## src/rtl/pcw_irq_pkg.sv

```systemverilog
package pcw_irq_pkg;

    typedef enum logic [2:0] {
        A_ENABLE  = 3'd0,
        A_TRIG_LO = 3'd1,
        A_TRIG_HI = 3'd2,
        A_FILTER  = 3'd3,
        A_FLAGS   = 3'd4,
        A_CLEAR   = 3'd5
    } reg_addr_e;

    typedef enum logic [1:0] {
        TRIG_ANY  = 2'b00,
        TRIG_RISE = 2'b01,
        TRIG_FALL = 2'b10,
        TRIG_BOTH = 2'b11
    } trig_e;

    typedef enum logic [1:0] {
        ST_LOW,
        ST_RISING,
        ST_HIGH,
        ST_FALLING
    } line_state_e;

endpackage

```

## src/rtl/pcw_sync.sv

```systemverilog
module pcw_sync #(
    parameter int WIDTH = 32
) (
    input  logic             clk,
    input  logic             rst_n,
    input  logic             adv,
    input  logic [WIDTH-1:0] async_in,
    output logic [WIDTH-1:0] sync_out
);

    logic [WIDTH-1:0] stage1_q;
    logic [WIDTH-1:0] stage2_q;

    always_ff @(posedge clk or negedge rst_n) begin
        if (!rst_n) begin
            stage1_q <= '0;
            stage2_q <= '0;
        end else if (adv) begin
            stage1_q <= async_in;
            stage2_q <= stage1_q;
        end
    end

    assign sync_out = stage2_q;

endmodule

```

## src/rtl/pcw_line_fsm.sv

```systemverilog
module pcw_line_fsm
    import pcw_irq_pkg::*;
(
    input  logic clk,
    input  logic rst_n,
    input  logic adv,
    input  logic filt_en,
    input  logic smp,
    output logic rise_ev,
    output logic fall_ev
);

    line_state_e state_q;
    line_state_e state_d;

    // state register
    always_ff @(posedge clk or negedge rst_n) begin
        if (!rst_n) begin
            state_q <= ST_LOW;
        end else if (adv) begin
            state_q <= state_d;
        end
    end

    // next state
    always_comb begin
        state_d = state_q;
        unique case (state_q)
            ST_LOW: begin
                if (smp) begin
                    state_d = filt_en ? ST_RISING : ST_HIGH;
                end
            end
            ST_RISING: begin
                state_d = smp ? ST_HIGH : ST_LOW;
            end
            ST_HIGH: begin
                if (!smp) begin
                    state_d = filt_en ? ST_FALLING : ST_LOW;
                end
            end
            ST_FALLING: begin
                state_d = smp ? ST_HIGH : ST_LOW;
            end
            default: state_d = ST_LOW;
        endcase
    end

    // outputs
    always_comb begin
        rise_ev = 1'b0;
        fall_ev = 1'b0;
        unique case (state_q)
            ST_LOW:     rise_ev = adv && smp && !filt_en;
            ST_RISING:  rise_ev = adv && smp;
            ST_HIGH:    fall_ev = adv && !smp && !filt_en;
            ST_FALLING: fall_ev = adv && !smp;
            default: begin
                rise_ev = 1'b0;
                fall_ev = 1'b0;
            end
        endcase
    end

endmodule

```

## src/rtl/pcw_regs.sv

```systemverilog
module pcw_regs
    import pcw_irq_pkg::*;
#(
    parameter int NUM_PINS = 32,
    parameter int AW       = 3
) (
    input  logic                clk,
    input  logic                rst_n,
    input  logic                wr_en,
    input  logic [AW-1:0]       wr_addr,
    input  logic [NUM_PINS-1:0] wr_data,
    input  logic [AW-1:0]       rd_addr,
    input  logic [NUM_PINS-1:0] flags_in,
    output logic [NUM_PINS-1:0] rd_data,
    output logic [NUM_PINS-1:0] enable_q,
    output logic [NUM_PINS-1:0] trig_lo_q,
    output logic [NUM_PINS-1:0] trig_hi_q,
    output logic [NUM_PINS-1:0] filter_q,
    output logic [NUM_PINS-1:0] clear_req
);

    reg_addr_e wsel;
    reg_addr_e rsel;

    assign wsel = reg_addr_e'(wr_addr);
    assign rsel = reg_addr_e'(rd_addr);

    always_ff @(posedge clk or negedge rst_n) begin
        if (!rst_n) begin
            enable_q  <= '0;
            trig_lo_q <= '0;
            trig_hi_q <= '0;
            filter_q  <= '0;
        end else if (wr_en) begin
            unique case (wsel)
                A_ENABLE:  enable_q  <= wr_data;
                A_TRIG_LO: trig_lo_q <= wr_data;
                A_TRIG_HI: trig_hi_q <= wr_data;
                A_FILTER:  filter_q  <= wr_data;
                default: begin
                end
            endcase
        end
    end

    assign clear_req = (wr_en && wsel == A_CLEAR) ? wr_data : '0;

    always_comb begin
        unique case (rsel)
            A_ENABLE:  rd_data = enable_q;
            A_TRIG_LO: rd_data = trig_lo_q;
            A_TRIG_HI: rd_data = trig_hi_q;
            A_FILTER:  rd_data = filter_q;
            A_FLAGS:   rd_data = flags_in;
            default:   rd_data = '0;
        endcase
    end

endmodule

```

## src/rtl/pcw_flags.sv

```systemverilog
module pcw_flags
    import pcw_irq_pkg::*;
#(
    parameter int NUM_PINS = 32
) (
    input  logic                clk,
    input  logic                rst_n,
    input  logic                adv,
    input  logic [NUM_PINS-1:0] rise_ev,
    input  logic [NUM_PINS-1:0] fall_ev,
    input  logic [NUM_PINS-1:0] enable,
    input  logic [NUM_PINS-1:0] trig_lo,
    input  logic [NUM_PINS-1:0] trig_hi,
    input  logic [NUM_PINS-1:0] clear_req,
    output logic [NUM_PINS-1:0] flags_q
);

    logic [NUM_PINS-1:0] hit;

    for (genvar i = 0; i < NUM_PINS; i++) begin : g_sel
        trig_e mode;
        assign mode = trig_e'({trig_hi[i], trig_lo[i]});
        always_comb begin
            unique case (mode)
                TRIG_RISE: hit[i] = rise_ev[i];
                TRIG_FALL: hit[i] = fall_ev[i];
                default:   hit[i] = rise_ev[i] | fall_ev[i];
            endcase
        end
    end

    logic [NUM_PINS-1:0] set_m;
    logic [NUM_PINS-1:0] clr_m;

    assign set_m = hit & enable & {NUM_PINS{adv}};
    assign clr_m = clear_req & enable;

    always_ff @(posedge clk or negedge rst_n) begin
        if (!rst_n) begin
            flags_q <= '0;
        end else begin
            flags_q <= (flags_q & ~clr_m) | set_m;
        end
    end

endmodule

```

## src/rtl/pcw_irq_top.sv

```systemverilog
module pcw_irq_top
    import pcw_irq_pkg::*;
#(
    parameter int NUM_PINS = 32,
    parameter int GROUP_W  = 8,
    parameter int AW       = 3,
    localparam int GROUPS  = NUM_PINS / GROUP_W
) (
    input  logic                clk,
    input  logic                rst_n,
    input  logic                clk_en,
    input  logic [NUM_PINS-1:0] pins_in,
    input  logic                wr_en,
    input  logic [AW-1:0]       wr_addr,
    input  logic [NUM_PINS-1:0] wr_data,
    input  logic [AW-1:0]       rd_addr,
    output logic [NUM_PINS-1:0] rd_data,
    output logic [GROUPS-1:0]   irq
);

    logic [NUM_PINS-1:0] smp;
    logic [NUM_PINS-1:0] rise_ev;
    logic [NUM_PINS-1:0] fall_ev;
    logic [NUM_PINS-1:0] enable_q;
    logic [NUM_PINS-1:0] trig_lo_q;
    logic [NUM_PINS-1:0] trig_hi_q;
    logic [NUM_PINS-1:0] filter_q;
    logic [NUM_PINS-1:0] clear_req;
    logic [NUM_PINS-1:0] flags_q;

    pcw_sync #(.WIDTH(NUM_PINS)) u_sync (
        .clk      (clk),
        .rst_n    (rst_n),
        .adv      (clk_en),
        .async_in (pins_in),
        .sync_out (smp)
    );

    for (genvar i = 0; i < NUM_PINS; i++) begin : g_line
        pcw_line_fsm u_fsm (
            .clk     (clk),
            .rst_n   (rst_n),
            .adv     (clk_en),
            .filt_en (filter_q[i]),
            .smp     (smp[i]),
            .rise_ev (rise_ev[i]),
            .fall_ev (fall_ev[i])
        );
    end

    pcw_regs #(.NUM_PINS(NUM_PINS), .AW(AW)) u_regs (
        .clk       (clk),
        .rst_n     (rst_n),
        .wr_en     (wr_en),
        .wr_addr   (wr_addr),
        .wr_data   (wr_data),
        .rd_addr   (rd_addr),
        .flags_in  (flags_q),
        .rd_data   (rd_data),
        .enable_q  (enable_q),
        .trig_lo_q (trig_lo_q),
        .trig_hi_q (trig_hi_q),
        .filter_q  (filter_q),
        .clear_req (clear_req)
    );

    pcw_flags #(.NUM_PINS(NUM_PINS)) u_flags (
        .clk       (clk),
        .rst_n     (rst_n),
        .adv       (clk_en),
        .rise_ev   (rise_ev),
        .fall_ev   (fall_ev),
        .enable    (enable_q),
        .trig_lo   (trig_lo_q),
        .trig_hi   (trig_hi_q),
        .clear_req (clear_req),
        .flags_q   (flags_q)
    );

    for (genvar g = 0; g < GROUPS; g++) begin : g_grp
        assign irq[g] = |flags_q[g*GROUP_W +: GROUP_W];
    end

endmodule

```

## config.mk

```make
export PLATFORM = sky130hd
export DESIGN_NAME = pcw_irq_top
export DESIGN_NICKNAME = d
export VERILOG_FILES = /design/src/rtl/pcw_irq_pkg.sv /design/src/rtl/pcw_sync.sv /design/src/rtl/pcw_line_fsm.sv /design/src/rtl/pcw_regs.sv /design/src/rtl/pcw_flags.sv /design/src/rtl/pcw_irq_top.sv
export SDC_FILE = /design/constraint.sdc
export NUM_CORES = 1
export LEC_CHECK = 0
export BUFFER_PORTS_ARGS = -buffer_cell sky130_fd_sc_hd__buf_2
export CAP_MARGIN = 20
export CORE_MARGIN = 1.5
export CORE_UTILIZATION = 50
export DETAILED_ROUTE_END_ITERATION = 8
export PLACE_DENSITY_LB_ADDON = 0.05
export SYNTH_ARGS = -nofsm -noshare
export SYNTH_HDL_FRONTEND = slang
export SYNTH_SLANG_ARGS = --single-unit
```

## constraint.sdc

```tcl
create_clock -name clk -period 1.8 [get_ports clk]
set_clock_uncertainty 0.2 [all_clocks]
set_input_delay 0.09 -clock clk [delete_from_list [all_inputs] [get_ports clk]]
set_output_delay 0.09 -clock clk [all_outputs]
set_load 0.05 [all_outputs]
```

After elaboration in Yosys (flattened, before gate mapping)
Index checks and enable logic that the tools add are counted.
- mux-type cells: 290
- div/mod/pow operators: 0
- equality and inequality tests: 232
- shift operators: 0
- magnitude comparators: 0
- $add $sub $neg: 0
- bitwise gates (word level): 38
- multipliers: 0
- reduce and logical (&&, ||, !) cells: 299
- operators by type and width (kind ; count):
    2-bit two-way mux ; 160
    2-bit == test (second input constant) ; 96
    1-bit one-hot mux with 2 select lines ; 96
    2-bit one-hot mux with 3 select lines ; 32
    32-bit one-hot mux with 5 select lines ; 1
    1-bit logical AND ; 129
    32-bit AND ; 4
    2-bit by 1-bit == test with 1-bit output (second input constant) ; 64
    2-bit != test (second input constant) ; 64
    3-bit AND reduction ; 32
    1-bit logical NOT ; 64
    2-bit logical NOT ; 32
    2-bit OR reduction ; 32
    32-bit two-way mux ; 1
    32-bit inverter ; 1
    1-bit bitwise OR ; 32
    32-bit bitwise OR ; 1
    8-bit OR reduction ; 4
    3-bit by 2-bit == test with 1-bit output (second input constant) ; 4
    2-bit AND reduction ; 4
    3-bit by 1-bit == test with 1-bit output (second input constant) ; 2
    3-bit == test (second input constant) ; 2
    3-bit logical NOT ; 2
- output and inout bits: 36
- ROM bits: 0
- RAM bits: 0
- latch bits: 0
- logic and storage cells: 898
- bits in registers: 288
- input port bits: 74
- memories: 0

Depth between registers and ports, before layout
Gate-level depths: netlist of the first run.
- depth after elaboration: 9
- mapped depth: 6
- gate-level depth less buffers: 5

Cells and area by module
From an unflattened synthesis of the first run, not the netlist that was laid out.
- cell total of the unflattened synthesis: 1263
- area total of the unflattened synthesis: 15377.2 sq um
- modules (own cells, without submodules) (module ; instances ; cells an instance ; area an instance (sq um)):
    pcw_regs ; 1 ; 468 ; 6221.0
    pcw_line_fsm at g_line[0].u_fsm ... ; 27 ; 10 ; 112.6
    pcw_flags ; 1 ; 323 ; 2790.2
    pcw_sync ; 1 ; 135 ; 2678.8
    pcw_line_fsm at g_line[5].u_fsm ... ; 5 ; 11 ; 116.4
    pcw_irq_top ; 1 ; 12 ; 65.1

Worst setup path after synthesis of the first run
OpenSTA, ideal clock, no wires.
- path type: in2out
- start: in rd_addr[0]
- end: out rd_data[19]
- setup slack: -0.095 ns
- stages: 5
- arrival: 1.605 ns
- path through: buf_4 -> nor2b_1 -> clkbuf_1 -> a22oi_1 -> o22ai_1
- longest elaborated chain between the ends: 2
- elaborated cells on any way between the ends: 6
- those cells by class: 4 x eq/ne; 1 x mux; 1 x reduce/logical
- RTL lines (element ; line ; text):
    start: declaration ; pcw_irq_top.sv:16 ; input logic [AW-1:0] rd_addr,
    3-bit == test (tied with other cells) ; pcw_regs.sv:49 ; unique case (rsel)
    32-bit one-hot mux with 5 select lines * ; pcw_regs.sv:49 ;
    end: declaration ; pcw_irq_top.sv:17 ; output logic [NUM_PINS-1:0] rd_data,
Mark *: on every way between the ends. The rest lies on a longest branch, timed or not.

Worst setup path in the final report of the first run
- start: reg u_regs.trig_hi_q[20]
- end: out rd_data[20]
- longest elaborated chain between the ends: 1
- RTL lines (element ; line ; text):
    start: declaration ; pcw_regs.sv:17 ; output logic [NUM_PINS-1:0] trig_hi_q,
    start signal: assignment ; pcw_regs.sv:38 ; A_TRIG_HI: trig_hi_q <= wr_data;
    32-bit one-hot mux with 5 select lines ; pcw_regs.sv:49 ;
No other way between the ends.

==> flow_summary_export.csv, run 1 <==
group,metric,value,unit
place,portBuffers,109,
critical_path,cp_data_required_time,1510,ps
grt,met1_demand_to_capacity_share_in_global_routing,35.5,%
final_layout,core_occupancy_in_the_finished_layout,68.2,%
clock_tree,cts_inserted_buffers,34,
synthesis,postSynthCellCount,1311,
final_layout,syn_to_final_growth,33.4,%
drt,initialDrtViolationCount,595,
grt,grtUsageMet3,3.57,%
synthesis,synth_xor_xnor_area_share,1.96,%
synthesis,synth_edf_count,0,
final_layout,antenna_cells,0,
timing,fmax,521,MHz
timing,finalMaxSlewViolations,0,
floorplanning,initial_cell_density_of_the_core,51.1,%
grt,first_pass_grt_wire_length,59.9,mm
clock_tree,ctsLongestPathBuffers,3,
job,maxCapViolations,0,
grt,busiest_layer,"met2",
power,power.internal,0.0160,W
power,vdd_ir_drop_max,671,uV
drt,drt-vias-per-instance,5.55,
worst_hold_path,beginning_of_the_worst_hold_path,"wr_addr[0]",
synthesis,compound_cell_area_share_of_the_yosys_netlist,12.0,%
synthesis,post_synth_mux_area_share,15.1,%
synthesis,synth-warning-count,0,
synthesis,synth.yosys.seq_area_share,50.3,%
timing,timing.final.ws_setup,-120,ps
drt,route.final.wire_length,37.7,mm
synthesis,syn-num-nets,1449,
place,numPlacedInstances,1770,
drt,wl_per_cell,18.9,um
critical_path,setup.worst_path.class,"reg2out",
drt,via_count,11086,
synthesis,postSynthRegisterBits,288,
place,dp.final_hpwl,21.8,mm
timing,timing.final.crit_period,1920,ps
clock_tree,insertion_delay,510,ps
power,power_density,1230,nW/um2
synthesis,mappedNetlistArea,14300,um2
final_layout,finalNetCount,1734,
power,total_power,0.0235,W
place,detailed_place.area,15900,um2
power,pwr-share-comb,27.7,%
critical_path,worstReg2RegStart,"u_sync.sync_out[1]",
critical_path,critical_path.max_fanout,3,
grt,antenna_violations_before_repair,0,
worst_hold_path,class_of_the_worst_hold_path,"in2reg",
grt,number_of_global_route_vias_before_repair,11198,
power,clock_power_share,30.5,%
critical_path,crit_start,"u_regs.trig_hi_q[20]",
power,share_seq_of_total_power,41.8,%
final_layout,postLayoutCellArea,19100,um2
drt,firstDrtPassIters,5,
synthesis,post_synthesis_async_set_or_reset_flop_share,100,%
critical_path,worstReg2RegEnd,"u_flags.flags_q[1]",
run_status,failed_checks,"negative setup slack",
grt,maximum_number_of_pins_on_one_net_before_global_route_repair,65,
floorplanning,io_pins,110,
drt,post_drt_antenna_nets,0,
synthesis,postSynthAreaPerCell,10.9,um2
grt,globalRouteTotalUtil,26.2,%
synthesis,post_synth_and_or_nand_nor_area_fraction,10.1,%
clock_tree,cts_sinks,288,
floorplanning,die_h,172,um
grt,grt.met2_usage,43.4,%
place,gp_congestion,0.821,
critical_path,worst-r2r-cell-count,4,
critical_path,cp_data_arrival_time,1630,ps
final_layout,finish.cell_count_without_fillers,1997,
timing,setup_viol,36,
timing,grt_setup_unrepaired,"yes",
floorplanning,dieArea,29700,um2
floorplanning,design.core.area,28000,um2
clock_tree,worst_setup_hold_path_clk_slew,60,ps
timing,hold_viol_final,0,
drt,drc,0,
critical_path,endpoint,"rd_data[20]",
synthesis,dominantRegCellSynth,"dfrtp_1",
power,power.share.switching,32.0,%
synthesis,synth_adder_area_share,5.59,%
power,cellLeakagePower,8.41,nW
timing,slew_headroom,35.5,%
critical_path,cp-start-kind,"flop",
timing,timing_worst_slew_pin_value,968,ps
floorplanning,rows,61,
clock_tree,cts-htree-levels,2,
synthesis,largest_family_of_logic_cells_by_synthesized_area,"multiplexers",
power,p_sw,0.00753,W
timing,fin_crit_sh,107,%
grt,globalRouteOverflowTotal,0,
final_layout,post_route_cells_drive_above_1_share,33.8,%
run_status,outcome,"complete, but fails checks",
clock_tree,root_buffer,"clkbuf_16",
critical_path,rrSetupSlack,50,ps
synthesis,yosys.cell_types.count,29,
critical_path,critical_path.endpoint_type,"output pin",
floorplanning,fp.dieW,172,um
timing,setup_total_negative_slack,-2600,ps
clock_tree,cts_tree,"built",
## metal layers
| layer | wire (um) | up-vias |
|---|---|---|
| met5 | 0 | - |
| met4 | 1160 | 0 |
| met3 | 1510 | 82 |
| met2 | 17800 | 262 |
| met1 | 17200 | 5516 |
| li1 | - | 5226 |
## Yosys cell counts (all sizes together), types with 34 or more instances
| cell type | number | area, um2 |
|---|---|---|
| buf | 46 | 255 |
| nand4 | 64 | 400 |
| mux2 | 192 | 2160 |
| nor2b | 34 | 213 |
| inv | 96 | 360 |
| ha | 64 | 801 |
| o21ai | 161 | 806 |
| a22oi | 60 | 450 |
| dfrtp | 288 | 7210 |
| nand2 | 134 | 503 |
## stage by stage
step	setup WS, ps	hold slack, ps
floorplan	-52.3	-406
global placement	73.2	-120
detailed placement	64.4	-123
CTS	-134	26.9
global route	-168	67.2
finish	-120	33.3
## layout make-up
| cell class | count | area [um2] |
|---|---|---|
| clock buffers | 42 | 942 |
| clock inverters | 17 | 216 |
| well taps | 378 | 473 |
| multi-input cells | 857 | 6980 |
| flip-flops and latches | 288 | 7210 |
| repair buffers | 319 | 2930 |
| fillers | 2143 | 8900 |
| inverters | 96 | 360 |
## what timing repair did
| action | in CTS | in global routing |
|---|---|---|
| resized for setup | 124 | 24 |
| endpoints found under the setup margin | 36 | 95 |
| hold endpoints to repair | 526 | 9 |
| hold buffers | 96 | 2 |
| buffers inserted | 56 | 15 |
| pin swaps | 9 | 17 |
## critical path: stages (launching register included)
cell	delay [ps]
dfrtp_1	390
mux2_2	270
a22oi_2	160
o22ai_2	130
buf_6	180
## worst min-delay path by stage
| stage | to | slack (ps) | depth (start not counted) |
|---|---|---|---|
| after floorplan | g_line[0].u_fsm.state_q[0] | -410 | 0 |
| after global placement | u_sync.stage1_q[2] | -120 | 1 |
| after detailed placement | u_sync.stage1_q[2] | -120 | 1 |
| after CTS | u_regs.trig_lo_q[29] | 30 | 5 |
| after global routing | u_regs.trig_hi_q[8] | 70 | 5 |
| final | u_regs.trig_hi_q[2] | 30 | 5 |
## cells in the final DEF (no fill, tap or decap), types with 6 or more instances in the layout
cell type and count:
buf_12 25, dlygate4sd3_1 93, buf_6 36, ha_1 64
xor2_1 31, dfrtp_1 286, buf_4 90, mux2_2 168
mux2_4 22, nand4_1 64, a211oi_1 32, inv_1 96
nand2_1 133, nor2b_1 32, o21ai_1 6, nand2b_1 32
o22ai_2 30, clkinv_2 10, a22oi_1 31, buf_2 70
clkbuf_16 35, o21ai_0 155, a22oi_2 29
## logic make-up (layout without fill, tap and decap cells)
logic type               count (synthesis)  in the layout
AO/OA/AOI/OAI                          288            288
XOR/XNOR                                32             32
adder cells (fa/ha/maj)                 64             64
buffers and inverters                  166            474
flip-flops                             288            288
multiplexers                           192            192
AND/OR/NAND/NOR                        281            281
## power groups by stage
stage / registers [W] / logic, W / clock network, W
after detailed placement: 0.00990 / 0.00519 / 0
final: 0.00985 / 0.00652 / 0.00717
after global placement: 0.00987 / 0.00505 / 0
after CTS: 0.00978 / 0.00631 / 0.00731
after floorplan: 0.00937 / 0.00403 / 0
after global routing: 0.0101 / 0.00723 / 0.00757
## flip-flops by register name, summed over array words and instances, names as in the netlist
register / count
u_regs.filter_q: 32
u_regs.trig_hi_q: 32
u_sync.sync_out: 32
u_flags.flags_q: 32
u_sync.stage1_q: 32
g_line.u_fsm.state_q: 64
u_regs.enable_q: 32
u_regs.trig_lo_q: 32
No activity file was read; power rests on OpenSTA's default activity.
==> inputs of run 2 (changes only) <==
--- a/config.mk
+++ b/config.mk
@@ -5,6 +5,7 @@
 export SDC_FILE = /design/constraint.sdc
 export NUM_CORES = 1
 export LEC_CHECK = 0
+export ABC_AREA = 1
 export BUFFER_PORTS_ARGS = -buffer_cell sky130_fd_sc_hd__buf_2
 export CAP_MARGIN = 20
 export CORE_MARGIN = 1.5
==> run 2 against run 1 <==
Net effect: the run still ends with negative setup slack left; critical path depth unchanged; design area grew 7.9%; via count grew 42%; register-to-register slack gained 190 ps; largest cell class is now multi-input gates.
==> flow_summary_export.csv, run 2 <==
group,metric,value,unit
run_status,outcome,"complete, but fails checks",
run_status,failed_checks,"negative setup slack",
power,clock_power_share,29.4,%
final_layout,finish.cell_count_without_fillers,3054,
drt,route.final.wire_length,44.5,mm
power,p_sw,0.00930,W
clock_tree,worst_setup_hold_path_clk_slew,60,ps
critical_path,critical_path.endpoint_type,"output pin",
drt,drt-vias-per-instance,5.14,
synthesis,yosys.cell_types.count,23,
power,vdd_ir_drop_max,892,uV
synthesis,synth-warning-count,0,
clock_tree,cts_sinks,288,
grt,number_of_global_route_vias_before_repair,14550,
power,share_seq_of_total_power,39.7,%
job,maxCapViolations,0,
final_layout,flip_flop_count_of_the_largest_register_after_layout,64,
drt,via_count,15702,
place,gp_congestion,0.833,
power,pwr-share-comb,30.9,%
place,numPlacedInstances,2847,
clock_tree,cts-htree-levels,2,
power,power_density,1220,nW/um2
synthesis,synth.yosys.seq_area_share,43.8,%
floorplanning,io_pins,110,
grt,first_pass_grt_wire_length,71.8,mm
synthesis,postSynthCellCount,2338,
synthesis,post_synthesis_async_set_or_reset_flop_share,100,%
grt,antenna_violations_before_repair,1,
power,power.internal,0.0159,W
floorplanning,die_h,184,um
grt,maximum_number_of_pins_on_one_net_before_global_route_repair,65,
synthesis,mappedNetlistArea,16500,um2
timing,timing_worst_slew_pin_value,554,ps
final_layout,final_common_cell,"nand2_1",
timing,fin_crit_sh,104,%
synthesis,synth_top_cells_by_count,"nand2_1, inv_1, dfrtp_1",
timing,setup_viol,4,
synthesis,dominantRegCellSynth,"dfrtp_1",
timing,timing.final.ws_setup,-81.0,ps
critical_path,cp_data_required_time,1510,ps
critical_path,kind_of_cell_with_the_highest_combined_delay_on_the_critical_path,"flip-flops",
final_layout,syn_to_final_growth,25.2,%
final_layout,post_route_cells_drive_above_1_share,12.2,%
final_layout,core_occupancy_in_the_finished_layout,63.5,%
clock_tree,root_buffer,"clkbuf_16",
place,detailedPlace.worstSlack,170,ps
synthesis,netlist_top_cells_area,"dfrtp_1, nand2_1, inv_1, o21ai_0, nand3_1",
critical_path,setup.worst_path.class,"reg2out",
timing,hold_viol_final,0,
drt,initialDrtViolationCount,920,
critical_path,cp_data_arrival_time,1590,ps
critical_path,crit_slowest_cell,"dfrtp_1",
clock_tree,ctsLongestPathBuffers,3,
final_layout,regMostFlops,"g_line.u_fsm.state_q",
timing,timing.final.crit_period,1880,ps
floorplanning,initial_cell_density_of_the_core,50.7,%
place,dp.final_hpwl,28.0,mm
critical_path,crit_path_max_cell_delay,400,ps
timing,slew_headroom,63.1,%
drt,wl_per_cell,14.6,um
power,power.share.switching,36.9,%
timing,setup_total_negative_slack,-191,ps
critical_path,critical_path.max_fanout,3,
drt,firstDrtPassIters,5,
timing,fmax,532,MHz
synthesis,synth.largest_area_cell,"dfrtp_1",
drt,drc,0,
place,portBuffers,109,
critical_path,cp-start-kind,"flop",
grt,globalRouteTotalUtil,26.3,%
critical_path,path_buf_inv,2,
floorplanning,design.core.area,32500,um2
power,cellLeakagePower,10.9,nW
synthesis,syn-num-nets,2476,
clock_tree,cts_inserted_buffers,36,
final_layout,commonest_cells_after_routing_fill_and_taps_aside,"nand2_1, inv_1, dfrtp_1",
synthesis,synth_edf_count,0,
critical_path,crit_chain,"nor4_2 -> buf_4 -> nand2_4 -> buf_8",
clock_tree,insertion_delay,510,ps
synthesis,synth_most_common_cell,"nand2_1",
floorplanning,rows,66,
synthesis,synthDominantCellAreaShare,43.8,%
synthesis,postSynthAreaPerCell,7.04,um2
worst_hold_path,class_of_the_worst_hold_path,"in2reg",
synthesis,postSynthRegisterBits,288,
timing,finalMaxSlewViolations,0,
final_layout,finalNetCount,2726,
floorplanning,dieArea,34000,um2
floorplanning,fp.dieW,184,um
timing,grt_setup_unrepaired,"yes",
drt,post_drt_antenna_nets,0,
clock_tree,cts_tree,"built",
grt,globalRouteOverflowTotal,0,
## run 2: path summary, 6_finish.rpt
check / from / endpoint / slack (ps) / cells past startpoint
min in group asynchronous: rst_n / u_sync.sync_out[7] / 430 / 3
hold / removal: wr_addr[1] / u_regs.trig_hi_q[2] / 10 / 5
hold reg to reg: u_sync.stage1_q[5] / u_sync.stage1_q[5] / 270 / 2
setup / recovery: u_flags.flags_q[19] / irq[2] / -80 / 4
max in group asynchronous: rst_n / u_regs.filter_q[0] / 330 / 4
setup reg to reg: u_regs.trig_hi_q[24] / u_flags.flags_q[24] / 240 / 9
## run 2: power by group through the flow
| stage | logic (W) | registers, W | clock network [W] |
|---|---|---|---|
| final | 0.00778 | 0.0100 | 0.00741 |
| after global routing | 0.00904 | 0.0102 | 0.00778 |
| after CTS | 0.00718 | 0.0100 | 0.00753 |
| after detailed placement | 0.00688 | 0.0100 | 0 |
| after global placement | 0.00666 | 0.0100 | 0 |
| after floorplan | 0.00538 | 0.00952 | 0 |
## run 2: layer usage
| metal | vias to the layer above | global-route usage [%] | wire length (um) |
|---|---|---|---|
| met5 | - | 0 | 0 |
| met4 | 0 | 9.05 | 1210 |
| met3 | 92 | 3.02 | 2140 |
| met2 | 443 | 43.3 | 20600 |
| met1 | 7306 | 35.9 | 20600 |
| li1 | 7861 | - | - |
## run 2: logic make-up (layout without fill, tap and decap cells)
logic type               after synthesis  after routing  synth area share (%)
AND/OR/NAND/NOR                     1262           1262                  31.6
AO/OA/AOI/OAI                        308            308                  9.47
buffers and inverters                416            689                  10.3
adder cells (fa/ha/maj)               64             64                  4.86
flip-flops                           288            288                  43.8
other                                  0              1                     0
## run 2: tightest hold or removal path, delay by kind of cell
| kind | cells | cell delay (ps) |
|---|---|---|
| buffers and inverters | 2 | 350 |
| and+or+nand+nor | 2 | 170 |
| AOI/OAI and AO/OA | 1 | 60 |
## run 2: final cells by class
cell class | count | area (um2)
clock buffers | 52 | 1080
diodes | 1 | 2.50
inverters | 328 | 1230
flip-flops and latches | 288 | 7220
well taps | 442 | 553
multi-input cells | 1634 | 7700
repair buffers | 300 | 2710
fillers | 2946 | 11800
clock inverters | 9 | 128
## run 2: stage by stage
stage / area, um2 / hold slack, ps / power [W]
after global routing: 20600 / 36.5 / 0.0271
after floorplan: 16500 / -406 / 0.0149
after global placement: 17700 / -156 / 0.0167
after detailed placement: 17700 / -162 / 0.0169
after CTS: 20000 / 10.7 / 0.0247
final: 20600 / 13.1 / 0.0252
## run 2: what timing repair did
item | CTS | global route
setup endpoints to repair | 26 | 38
pin swaps | 5 | 27
resized for setup | 46 | 86
hold endpoints to repair | 514 | 0
buffers inserted | 2 | 51
hold buffers | 92 | 0
==> inputs of run 3 (changes only) <==
--- a/config.mk
+++ b/config.mk
@@ -9,7 +9,7 @@
 export BUFFER_PORTS_ARGS = -buffer_cell sky130_fd_sc_hd__buf_2
 export CAP_MARGIN = 20
 export CORE_MARGIN = 1.5
-export CORE_UTILIZATION = 50
+export CORE_UTILIZATION = 45
 export DETAILED_ROUTE_END_ITERATION = 8
 export PLACE_DENSITY_LB_ADDON = 0.05
 export SYNTH_ARGS = -nofsm -noshare
==> run 3 against run 2 <==
Net effect: the run still ends with negative setup slack left; via count is 1.6% lower; sequential power hardly changed; sequential share of layout area hardly changed; utilization is 6.0 points lower; die area is 11% higher; first-iteration DRC count is 7.5% lower; global-route usage is 2.1 points lower; clock power is 6.6% lower; non-clock buffer count is 6 higher.
==> flow_summary_export.csv, run 3 (synthesis gave the netlist of run 2 again) <==
group,metric,value,unit
power,pwr-share-comb,31.8,%
critical_path,crit_chain,"nor4_2 -> buf_4 -> nand2_4 -> buf_8",
power,power.internal,0.0156,W
grt,first_pass_grt_wire_length,74.1,mm
final_layout,post_route_cells_drive_above_1_share,12.8,%
critical_path,worstReg2RegEnd,"u_flags.flags_q[29]",
timing,fin_crit_sh,107,%
drt,firstDrtPassIters,7,
timing,finalMaxSlewViolations,0,
critical_path,cp-start-kind,"flop",
drt,wl_per_cell,14.8,um
critical_path,critical_path.max_fanout,2,
drt,drt-vias-per-instance,5.03,
power,power_density,1210,nW/um2
critical_path,worstReg2RegStart,"u_regs.trig_hi_q[29]",
final_layout,syn_to_final_growth,25.1,%
final_layout,regMostFlops,"g_line.u_fsm.state_q",
clock_tree,cts_sinks,288,
clock_tree,ctsLongestPathBuffers,3,
timing,timing.final.ws_setup,-126,ps
final_layout,core_occupancy_in_the_finished_layout,57.5,%
timing,setup_viol,6,
final_layout,flip_flop_count_of_the_largest_register_after_layout,64,
grt,globalRouteOverflowTotal,0,
power,share_seq_of_total_power,40.3,%
clock_tree,cts-htree-levels,2,
place,dp.final_hpwl,29.4,mm
timing,fmax,519,MHz
run_status,outcome,"complete, but fails checks",
grt,globalRouteTotalUtil,24.2,%
clock_tree,cts_tree,"built",
critical_path,crit_slowest_cell,"dfrtp_1",
floorplanning,initial_cell_density_of_the_core,46.0,%
floorplanning,rows,69,
final_layout,finalNetCount,2732,
clock_tree,worst_setup_hold_path_clk_slew,60,ps
worst_hold_path,class_of_the_worst_hold_path,"in2reg",
drt,route.final.wire_length,45.4,mm
final_layout,finish.cell_count_without_fillers,3074,
power,p_sw,0.00923,W
job,maxCapViolations,0,
clock_tree,root_buffer,"clkbuf_16",
critical_path,crit_path_max_cell_delay,410,ps
drt,post_drt_antenna_nets,0,
critical_path,critical_path.endpoint_type,"output pin",
final_layout,final_common_cell,"nand2_1",
critical_path,cp_data_arrival_time,1640,ps
critical_path,worst-r2r-cell-count,9,
run_status,failed_checks,"negative setup slack",
grt,maximum_number_of_pins_on_one_net_before_global_route_repair,65,
drt,drc,0,
final_layout,commonest_cells_after_routing_fill_and_taps_aside,"nand2_1, inv_1, dfrtp_1",
timing,setup_total_negative_slack,-324,ps
critical_path,cp_data_required_time,1510,ps
timing,timing_worst_slew_pin_value,485,ps
timing,hold_viol_final,0,
critical_path,kind_of_cell_with_the_highest_combined_delay_on_the_critical_path,"flip-flops",
critical_path,rrSetupSlack,250,ps
place,detailedPlace.worstSlack,104,ps
timing,grt_setup_unrepaired,"yes",
floorplanning,io_pins,110,
clock_tree,insertion_delay,520,ps
timing,slew_headroom,67.6,%
floorplanning,design.core.area,35800,um2
place,portBuffers,109,
critical_path,path_buf_inv,2,
power,cellLeakagePower,10.9,nW
worst_hold_path,hold-path-endpoint,"u_regs.trig_hi_q[4]",
place,numPlacedInstances,2873,
drt,initialDrtViolationCount,851,
critical_path,setup.worst_path.class,"reg2out",
grt,antenna_violations_before_repair,1,
floorplanning,dieArea,37700,um2
power,vdd_ir_drop_max,739,uV
place,gp_congestion,0.807,
clock_tree,cts_inserted_buffers,36,
floorplanning,die_h,194,um
timing,timing.final.crit_period,1930,ps
grt,number_of_global_route_vias_before_repair,14668,
power,clock_power_share,27.8,%
floorplanning,fp.dieW,194,um
worst_hold_path,beginning_of_the_worst_hold_path,"wr_en",
power,power.share.switching,37.1,%
drt,via_count,15449,
worst_hold_path,min_path_cells,5,
## run 3: timing repair
action | CTS | global route
setup endpoints to repair | 35 | 36
hold buffers | 82 | 0
gates resized for setup | 71 | 75
pin swaps | 7 | 24
buffers inserted | 20 | 43
hold endpoints to repair | 512 | 0
## run 3: through the flow
stage | hold WS (ps) | power, W | instance area (um2)
2_1_floorplan | -406 | 0.0149 | 16500
3_3_place_gp | -193 | 0.0168 | 17800
3_5_place_dp | -191 | 0.0170 | 17800
4_1_cts | 16.8 | 0.0246 | 20100
5_1_grt | 67.4 | 0.0268 | 20600
6_report | 40.3 | 0.0249 | 20600
## run 3: how the worst max path moves through the flow
stage	from	endpoint	slack (ps)	cells past startpoint
3_3_place_gp	rd_addr[2]	rd_data[24]	110	8
4_1_cts	u_flags.flags_q[4]	irq[0]	-160	4
3_5_place_dp	rd_addr[2]	rd_data[2]	100	8
2_1_floorplan	rd_addr[1]	rd_data[29]	350	7
6_report	u_flags.flags_q[4]	irq[0]	-130	4
5_1_grt	u_flags.flags_q[6]	irq[0]	-160	4
## run 3: cell type report
type	instances	area (um2)
fill	3446	15200
multi-input combinational	1634	7740
antenna	1	2.50
tap	461	577
clock inverter	6	80.1
inverter	328	1230
clock buffer	50	1020
timing repair buffer	306	2730
sequential	288	7210
## run 3: tightest hold or removal path, delay by kind of cell
family | cells | cell delay (ps)
buffers and inverters | 2 | 230
AOI/OAI and AO/OA | 1 | 110
and+or+nand+nor | 2 | 270
## run 3: power by group through the flow
stage                     registers [W]  clock network (W)  logic (W)
after floorplan                 0.00952                  0    0.00538
after detailed placement         0.0101                  0    0.00692
after global routing             0.0103            0.00736    0.00916
after CTS                       0.00999            0.00712    0.00748
final                            0.0100            0.00692    0.00791
after global placement           0.0100                  0    0.00672
## run 3: metal layers
layer	track usage [%]	up-vias	part of all wire (%)
met5	0	-	0
met3	3.08	68	3.9
li1	-	7874	-
met1	32.9	7207	47
met2	40.9	300	47
met4	6.42	0	2.0
